--- src/rtl/scc_pkg.sv ---
package scc_pkg;
    localparam int DATA_W = 16;
    localparam int LANES  = DATA_W / 8;

    typedef enum logic [1:0] {
        KIND_RAND_RD = 2'd0,
        KIND_PAGE_RD = 2'd1,
        KIND_CE_WR   = 2'd2,
        KIND_WE_WR   = 2'd3
    } acc_kind_e;

    typedef enum logic [1:0] {
        M_IDLE = 2'd0,
        M_ACT  = 2'd1,
        M_WRCE = 2'd2
    } mode_e;
endpackage

--- src/rtl/scc_sync.sv ---
module scc_sync #(
    parameter int          W      = 1,
    parameter int          STAGES = 2,
    parameter logic [W-1:0] RST   = '0
) (
    input  logic         clk,
    input  logic         rst_n,
    input  logic [W-1:0] d,
    output logic [W-1:0] q
);
    logic [W-1:0] chain_q [STAGES];

    generate
        for (genvar s = 0; s < STAGES; s++) begin : g_stage
            always_ff @(posedge clk or negedge rst_n) begin
                if (!rst_n) begin
                    chain_q[s] <= RST;
                end else if (s == 0) begin
                    chain_q[s] <= d;
                end else begin
                    chain_q[s] <= chain_q[(s == 0) ? 0 : s-1];
                end
            end
        end
    endgenerate

    assign q = chain_q[STAGES-1];
endmodule

--- src/rtl/scc_ctrl.sv ---
module scc_ctrl
    import scc_pkg::*;
#(
    parameter int ADDR_W = 17,
    parameter int COL_W  = 2
) (
    input  logic              clk,
    input  logic              rst_n,
    input  logic              ce_n,
    input  logic              we_n,
    input  logic              oe_n,
    input  logic [LANES-1:0]  lane_n,
    input  logic              lowv,
    input  logic [ADDR_W-1:0] addr,
    input  logic [DATA_W-1:0] din,
    input  logic [DATA_W-1:0] rdata_i,
    output logic              rd_o,
    output logic              wr_o,
    output logic [ADDR_W-1:0] addr_o,
    output logic [LANES-1:0]  mask_o,
    output logic [DATA_W-1:0] wdata_o,
    output logic [1:0]        kind_o,
    output logic [DATA_W-1:0] dq_o,
    output logic [LANES-1:0]  dq_oe_o
);
    typedef struct packed {
        mode_e              mode;
        logic               ce_p;
        logic               we_p;
        logic [ADDR_W-1:0]  addr_p;
        logic [ADDR_W-1:0]  waddr;
        logic               rd;
        logic               wr;
        logic [ADDR_W-1:0]  aaddr;
        logic [LANES-1:0]   mask;
        logic [DATA_W-1:0]  wdata;
        acc_kind_e          kind;
        logic               rvalid;
        logic [DATA_W-1:0]  rdata;
        logic [LANES-1:0]   oe;
    } st_t;

    st_t st_d, st_q;

    logic ce_fall, ce_rise, we_fall, we_rise, addr_chg, hi_chg;
    logic rd_req, wr_req;
    acc_kind_e kind_sel;

    always_comb begin
        ce_fall  = st_q.ce_p & ~ce_n;
        ce_rise  = ~st_q.ce_p & ce_n;
        we_fall  = st_q.we_p & ~we_n;
        we_rise  = ~st_q.we_p & we_n;
        addr_chg = (addr != st_q.addr_p);
        hi_chg   = (addr[ADDR_W-1:COL_W] != st_q.addr_p[ADDR_W-1:COL_W]);

        st_d        = st_q;
        st_d.rd     = 1'b0;
        st_d.wr     = 1'b0;
        st_d.ce_p   = ce_n;
        st_d.we_p   = we_n;
        st_d.addr_p = addr;
        rd_req      = 1'b0;
        wr_req      = 1'b0;
        kind_sel    = KIND_RAND_RD;

        unique case (st_q.mode)
            M_IDLE: begin
                if (ce_fall) begin
                    if (!we_n) begin
                        st_d.mode  = M_WRCE;
                        st_d.waddr = addr;
                    end else begin
                        st_d.mode = M_ACT;
                        rd_req    = 1'b1;
                        kind_sel  = KIND_RAND_RD;
                    end
                end
            end
            M_WRCE: begin
                if (ce_rise) begin
                    st_d.mode = M_IDLE;
                    wr_req    = 1'b1;
                    kind_sel  = KIND_CE_WR;
                end else if (we_rise) begin
                    st_d.mode = M_ACT;
                    wr_req    = 1'b1;
                    kind_sel  = KIND_WE_WR;
                end
            end
            M_ACT: begin
                if (ce_rise) begin
                    st_d.mode = M_IDLE;
                    if (we_rise) begin
                        wr_req   = 1'b1;
                        kind_sel = KIND_WE_WR;
                    end
                end else if (we_fall) begin
                    st_d.waddr = addr;
                end else if (we_rise) begin
                    wr_req   = 1'b1;
                    kind_sel = KIND_WE_WR;
                end else if (we_n && addr_chg) begin
                    rd_req   = 1'b1;
                    kind_sel = hi_chg ? KIND_RAND_RD : KIND_PAGE_RD;
                end
            end
            default: st_d.mode = M_IDLE;
        endcase

        if (!lowv && (rd_req || wr_req)) begin
            st_d.rd    = rd_req;
            st_d.wr    = wr_req;
            st_d.aaddr = rd_req ? addr : st_q.waddr;
            st_d.mask  = ~lane_n;
            st_d.wdata = din;
            st_d.kind  = kind_sel;
        end

        if (st_q.rd) begin
            st_d.rvalid = 1'b1;
            st_d.rdata  = rdata_i;
        end
        if (rd_req || ce_rise || we_fall || lowv) begin
            st_d.rvalid = 1'b0;
        end

        for (int i = 0; i < LANES; i++) begin
            st_d.oe[i] = ~ce_n & ~oe_n & we_n & st_q.rvalid & ~lane_n[i];
        end
    end

    always_ff @(posedge clk or negedge rst_n) begin
        if (!rst_n) begin
            st_q        <= '0;
            st_q.mode   <= M_IDLE;
            st_q.ce_p   <= 1'b1;
            st_q.we_p   <= 1'b1;
            st_q.kind   <= KIND_RAND_RD;
        end else begin
            st_q <= st_d;
        end
    end

    assign rd_o    = st_q.rd;
    assign wr_o    = st_q.wr;
    assign addr_o  = st_q.aaddr;
    assign mask_o  = st_q.mask;
    assign wdata_o = st_q.wdata;
    assign kind_o  = st_q.kind;
    assign dq_o    = st_q.rdata;
    assign dq_oe_o = st_q.oe;

    AST_RD_WR_EXCL: assert property (@(posedge clk) disable iff (!rst_n)
        !(st_q.rd && st_q.wr));
    AST_WR_ONE_CYCLE: assert property (@(posedge clk) disable iff (!rst_n)
        st_q.wr |=> !st_q.wr);
    AST_NO_DRIVE_WE_LOW: assert property (@(posedge clk) disable iff (!rst_n)
        !we_n |=> (st_q.oe == '0));
    AST_INHIBIT_BLOCKS: assert property (@(posedge clk) disable iff (!rst_n)
        lowv |=> (!st_q.rd && !st_q.wr));
    AST_NO_DRIVE_CE_HIGH: assert property (@(posedge clk) disable iff (!rst_n)
        ce_n |=> (st_q.oe == '0));
endmodule

--- src/rtl/sram_cycle_ctl.sv ---
module sram_cycle_ctl
    import scc_pkg::*;
#(
    parameter int ADDR_W      = 17,
    parameter int COL_W       = 2,
    parameter int SYNC_STAGES = 2
) (
    input  logic              clk,
    input  logic              rst_n,
    input  logic              ce_n,
    input  logic              we_n,
    input  logic              oe_n,
    input  logic              ub_n,
    input  logic              lb_n,
    input  logic [ADDR_W-1:0] addr_i,
    input  logic [15:0]       dq_i,
    output logic [15:0]       dq_o,
    output logic [1:0]        dq_oe_o,
    input  logic              supply_low_i,
    output logic              arr_rd_o,
    output logic              arr_wr_o,
    output logic [ADDR_W-1:0] arr_addr_o,
    output logic [1:0]        arr_mask_o,
    output logic [15:0]       arr_wdata_o,
    output logic [1:0]        arr_kind_o,
    input  logic [15:0]       arr_rdata_i
);
    localparam int CTL_W = 6;
    localparam int DAT_W = ADDR_W + DATA_W;

    logic [CTL_W-1:0] ctl_s;
    logic [DAT_W-1:0] dat_s;

    scc_sync #(.W(CTL_W), .STAGES(SYNC_STAGES), .RST(6'b011111)) u_ctl_sync (
        .clk   (clk),
        .rst_n (rst_n),
        .d     ({supply_low_i, ce_n, we_n, oe_n, ub_n, lb_n}),
        .q     (ctl_s)
    );

    scc_sync #(.W(DAT_W), .STAGES(SYNC_STAGES), .RST('0)) u_dat_sync (
        .clk   (clk),
        .rst_n (rst_n),
        .d     ({addr_i, dq_i}),
        .q     (dat_s)
    );

    scc_ctrl #(.ADDR_W(ADDR_W), .COL_W(COL_W)) u_ctrl (
        .clk     (clk),
        .rst_n   (rst_n),
        .ce_n    (ctl_s[4]),
        .we_n    (ctl_s[3]),
        .oe_n    (ctl_s[2]),
        .lane_n  (ctl_s[1:0]),
        .lowv    (ctl_s[5]),
        .addr    (dat_s[DAT_W-1:DATA_W]),
        .din     (dat_s[DATA_W-1:0]),
        .rdata_i (arr_rdata_i),
        .rd_o    (arr_rd_o),
        .wr_o    (arr_wr_o),
        .addr_o  (arr_addr_o),
        .mask_o  (arr_mask_o),
        .wdata_o (arr_wdata_o),
        .kind_o  (arr_kind_o),
        .dq_o    (dq_o),
        .dq_oe_o (dq_oe_o)
    );

    AST_RESET_QUIET: assert property (@(posedge clk) disable iff (!rst_n)
        $rose(rst_n) |-> (!arr_rd_o && !arr_wr_o && dq_oe_o == 2'b00));
endmodule

--- config.mk ---
export PLATFORM = sky130hd
export DESIGN_NAME = sram_cycle_ctl
export DESIGN_NICKNAME = d
export VERILOG_FILES = /design/src/rtl/scc_pkg.sv /design/src/rtl/scc_sync.sv /design/src/rtl/scc_ctrl.sv /design/src/rtl/sram_cycle_ctl.sv
export SDC_FILE = /design/constraint.sdc
export NUM_CORES = 1
export LEC_CHECK = 0
export ABC_AREA = 1
export CORE_MARGIN = 2
export CORE_UTILIZATION = 52
export CTS_BUF_LIST = sky130_fd_sc_hd__clkbuf_16
export CTS_CLUSTER_DIAMETER = 150
export DETAILED_ROUTE_END_ITERATION = 16
export HOLD_SLACK_MARGIN = 0.05
export PLACE_DENSITY = 0.79
export SLEW_MARGIN = 20
export SYNTH_ARGS = -nofsm -noshare
export SYNTH_HDL_FRONTEND = slang
export SYNTH_SLANG_ARGS = --single-unit
--- constraint.sdc ---
create_clock -name clk -period 2.3 [get_ports clk]
set_input_delay 0.46 -clock clk [delete_from_list [all_inputs] [get_ports clk]]
set_output_delay 0.46 -clock clk [all_outputs]
set_load 0.1 [all_outputs]
# --- Word-level counts from Yosys, hierarchy flattened ---
# Cells that the tools add are included.
op_classes:
  reduce_logical: 12
  mux: 35
  n_eq_ne: 10
  bitwise_logic: 17
op_table:
  columns: ["cell", "n"]
  rows:
  - ["2-to-1 mux 17 bit", 6]
  - ["2-to-1 mux 39 bit", 1]
  - ["case mux 17 bit (2 select lines)", 1]
  - ["2-to-1 mux 2 bit", 11]
  - ["inequality test 17 bit", 1]
  - ["inequality test 15 bit", 1]
  - ["2-to-1 mux 1 bit", 12]
  - ["AND 1 bit", 9]
  - ["inverter 1 bit", 7]
  - ["inequality test 2 x 1 -> 1 bit (second input constant)", 3]
  - ["case mux 2 bit (3 select lines)", 1]
  - ["AND reduction 5 bit", 1]
  - ["logical OR 1 bit", 4]
  - ["inequality test 2 bit (second input constant)", 2]
  - ["case mux 1 bit (2 select lines)", 2]
  - ["case mux 2 bit (2 select lines)", 1]
  - ["nonzero test 2 bit", 2]
  - ["inequality test 3 x 1 -> 1 bit (second input constant)", 1]
  - ["AND reduction 3 bit", 1]
  - ["== test 2 x 1 -> 1 bit (second input constant)", 1]
  - ["== test 2 bit (second input constant)", 1]
  - ["logical AND 1 bit", 2]
  - ["zero test 2 bit", 1]
  - ["inverter 2 bit", 1]
  - ["zero test 1 bit", 1]
word_totals:
  input_bits: 57
  elab_cells: 92
  register_bits: 174
  out_inout_bits: 57

# --- Longest topological paths before layout ---
logic_depth:
  word_depth: 11
  mapped_depth: 15
  depth_no_buf: 13

# --- Hierarchy ---
# From an unflattened synthesis, not the netlist that was laid out.
unflattened:
  hier_cells: 680
  hier_area_um2: 6847.8
by_module_without_submodules:
  columns: ["module", "area_each_um2", "cells_each", "instances", "seq_area_each_um2"]
  rows:
  - ["scc_ctrl", 4590.7, 563, 1, 2404.8]
  - ["scc_sync (u_dat_sync)", 1899.3, 99, 1, 1651.6]
  - ["scc_sync (u_ctl_sync)", 357.8, 18, 1, 312.8]

# --- Worst setup path before layout ---
# OpenSTA, ideal clock, no wires.
synth_path:
  kind: "reg2reg"
  startpoint: "register u_ctrl.st_q, in the netlist u_ctrl.rd_o"
  endpoint: "register u_ctrl.st_q, in the netlist u_ctrl.dq_o[10]"
  required_time_ps: 2183
  arrival_time_ps: 1665
  synth_period_minus_slack_ps: 1782
  slack_ps: 518
  setup_time_ps: 117
  stages_incl_launch_ff: 6
  n_path_buf: 2
  cell_sequence: "dfrtp_1 -> clkbuf_1 -> inv_1 -> clkbuf_1 -> nand2_1 -> nand2_1"
synth_rtl:
  columns: ["element", "line_no", "source"]
  rows:
  - ["from (decl)", "scc_ctrl.sv:43", "st_t st_d, st_q;"]
  - ["from (signal assigned)", "scc_ctrl.sv:141", "st_q <= st_d;"]

# --- Worst setup path after layout ---
layout_path:
  startpoint: "register u_ctrl.st_q[95] in the netlist's numbering"
  endpoint: "register u_ctrl.st_q, in the netlist u_ctrl.wdata_o[6]"
layout_between:
  elab_chain_cells: 4
  elab_cells_between_ends: 7
  cone_classes: "eq/ne (2); mux (2); reduce/logical (3)"
layout_rtl:
  columns: ["element", "line_no", "source"]
  rows:
  - ["== test 2 x 1 -> 1 bit, or another cell as far along", "scc_ctrl.sv:67", "unique case (st_q.mode)"]
  - ["case mux 1 bit (2 select lines)", "scc_ctrl.sv:67", null]
  - ["logical OR 1 bit *", "scc_ctrl.sv:111", "if (!lowv && (rd_req || wr_req)) begin"]
  - ["logical AND 1 bit *", "scc_ctrl.sv:111", null]
# Mark *: on every way between the ends. The rest lies on a longest branch, timed or not.
# A chain may end at the register's enable or synchronous reset.

==> metrics.md <==
| Metric | Value |
|---|---|
| Run status | finished, final reports clean |
| Slew margin rel. | 60.8% |
| Synth top area cells | dfrtp_1 62%, nand2_1 14%, buf_4 6.5% |
| Clk_skew | 0.00962 ns |
| Fmax | 502 MHz |
| Post-route ant nets | 0 |
| CTS sink cnt | 174 |
| Syn Std Cell Area | 0.00658 mm^2 |
| Top-area cell type share of the netlist area | 61.6% |
| Worst-margin pin slew | 0.587 ns |
| Die width | 117 um |
| Ratio of cells with drive above 1 in the final layout | 17.5% |
| Mux share of post-synthesis cell area | 1.48% |
| Grt total ovfl | 0 |
| Reg clk slew, reported paths | 0.06 ns |
| Inserted Clock Buffers | 17 |
| Max_cap viols | 0 |
| Vias per std cell | 4.68 |
| Largest net degree at the start of global routing | 65 |
| FF-to-FF setup slack | 0.31 ns |
| Startpoint Class | register |
| Simple-Gate Fraction of Synth Area | 18.2% |
| Residual DRC count | 0 |
| Initial Util | 52.8% |
| N_diodes | 0 |
| Layout fillers | 970 |
| Minimum clock period | 1.99 ns |
| Via Count | 4144 |
| # rows | 41 |
| Post-synth EDFFs | 0 |
| CTS tree | done |
| Fin crit share | 86.7% |
| Core Footprint | 0.0125 mm^2 |
| DR iter-0 viols | 267 |
| Post-layout util | 63.5% |
| Main combinational cell family by area after synthesis | simple AND/OR/NAND/NOR gates |
| Initial antenna violation count | 0 |
| Most frequent cell after synthesis | nand2_1 |
| Vias in the first global route | 3882 |
| CP Capture Type | register |
| Peak VDD IR | 1.05 mV |
| Syn Area/Cell | 10.5 um^2 |
| Max Fanout on Critical Path | 33 |
| Area grow syn2layout | 20.3% |
| Async set or reset register ratio after synthesis | 100% |
| Cells after synthesis | 629 |
| Worst setup margin | 0.306 ns |
| Mapped Nets | 689 |
| Final Hold Fails | 0 |
| Critical path data arrival time | 2.35 ns |
| CP Class | register to register |
| Seq cells post-synth | 174 |
| Clk_lat worst skew | 0.42 ns |
| Die area | 0.0136 mm^2 |
| Design Power | 12.2 mW |
| First-pass GRT wire length | 19000 um |
| Synth unique cells | 27 |
| Pwr dens | 1540 mW/mm^2 |
| DR pass1 iterations | 4 |
| Critical Path RT | 2.66 ns |
| DP Wirelength | 8420 um |
| Io pins | 114 |
| Setup bufs post-CTS | 0 |
| IO buf count | 113 |
| Synth Area in Compound Gates | 1.86% |
| Commonest cells in the netlist | 238 x nand2_1, 162 x dfrtp_1, 57 x buf_4, 35 x inv_1, 31 x nor2_1 |
| Cell taking the most area after synthesis | dfrtp_1 |
| H-tree levels | 4 |
| Sequential fraction of the synthesis area | 66.4% |
| Routed length per placed instance | 13.6 um |
| Routability cong. | 0.867 |
| Pre-CTS setup slack | 0.344 ns |
| Final setup viols | 0 |
| Unrepaired setup endpoints after global routing | no |
| LEAKAGE | 4.01 nW |
| Nets | 761 |
| Fin. max-slew vios | 0 |
| DRT Wirelength | 12100 um |
| Max Root-Sink Buffers | 2 |
| GR Util All Layers | 18.6% |
| Synth Warn # | 0 |
| Hold_ws | 0.341 ns |
| Main synth FF type | dfrtp_1 |
| Adder-Cell Fraction of Synth Area | 0.570% |
| Post-Synth XOR/XNOR Area | 1.46% |
| Die Height | 117 um |
| Hold Path Class | register to register |
| Root buffer cell | clkbuf_16 |
| Setup TNS | 0 ns |
[critical path, stage by stage (launching register included)]
cell and delay [ns]:
dfrtp_1 0.38, inv_1 0.09, ha_1 0.23, nand2_1 0.11
nor2_1 0.13, nand3_2 0.15, nand3_1 0.11, nand2_2 0.07
inv_2 0.42, nand2_1 0.13, nand2_1 0.11
[cells in the final DEF, fill, tap and decap left out, types with 3 or more instances in the layout]
master           instances
nand2_1                238
dfrtp_1                162
buf_4                   65
clkdlybuf4s50_1         55
inv_1                   38
nor2_1                  31
nand3_1                 24
clkbuf_16               17
o21ai_0                 12
dfstp_2                 12
a21oi_1                 10
xnor2_1                  6
mux2_2                   6
xor2_1                   5
clkinvlp_4               4
inv_6                    4
ha_1                     3
buf_12                   3
[cells by family after synthesis]
group | Yosys count
mux | 8
buf+inv | 109
fa+ha+maj | 3
simple gates | 300
compound gates | 24
flops | 174
xor+xnor | 11
[state kept, by name, summed over array words and instances (netlist names)]
register	flops
u_ctrl.wdata_o	16
u_ctrl.rd_o	1
u_ctrl.wr_o	1
u_ctrl.kind_o	2
u_ctl_sync.q	6
u_ctrl.addr_o	17
u_ctl_sync.chain_q	6
u_ctrl.mask_o	2
u_dat_sync.chain_q	33
u_dat_sync.q	33
u_ctrl.dq_oe_o	2
u_ctrl.st_q	39
u_ctrl.dq_o	16
[per-layer routing]
layer  global-route usage (%)  wire (um)
met5                        0          0
met2                     29.9       6210
met3                     4.62        528
met4                     8.02        205
met1                     24.1       5120
[per-stage QoR]
stage          area (um^2)  instances
6_report              7920        886
5_1_grt               7920        886
4_1_cts               7920        886
3_5_place_dp          7390        853
3_3_place_gp          7390        853
2_1_floorplan         6580        629
[what timing repair did]
item / CTS / global route
hold buffers: 1 / 0
resized for setup: 0 / 0
endpoints found under the hold margin: 37 / 0
[power by group]
group          switching [mW]  internal [mW]
sequential              0.400           3.76
combinational            4.27           1.22
clock                    1.16           1.37
total                    5.83           6.35
[cell type report]
class	instances	area (um^2)	area share (%)
well taps	172	215	2.72
inverters	37	139	1.75
clock inverters	15	98.8	1.25
clock buffers	17	425	5.37
flip-flops and latches	174	4370	55.2
repair buffers	125	1120	14.1
multi-input cells	346	1550	19.6
[worst paths after layout]
kind | from | to | depth (start not counted)
hold reg to reg | u_dat_sync.chain_q[56] | u_dat_sync.q[23] | 0
setup / recovery | u_ctrl.st_q[95] | u_ctrl.wdata_o[6] | 10
max in group asynchronous | rst_n | u_ctl_sync.chain_q[10] | 3
setup reg to reg | u_ctrl.st_q[95] | u_ctrl.wdata_o[6] | 10
min in group asynchronous | rst_n | u_dat_sync.chain_q[42] | 2
hold / removal | u_dat_sync.chain_q[56] | u_dat_sync.q[23] | 0
No activity file was read; power rests on OpenSTA's default activity.
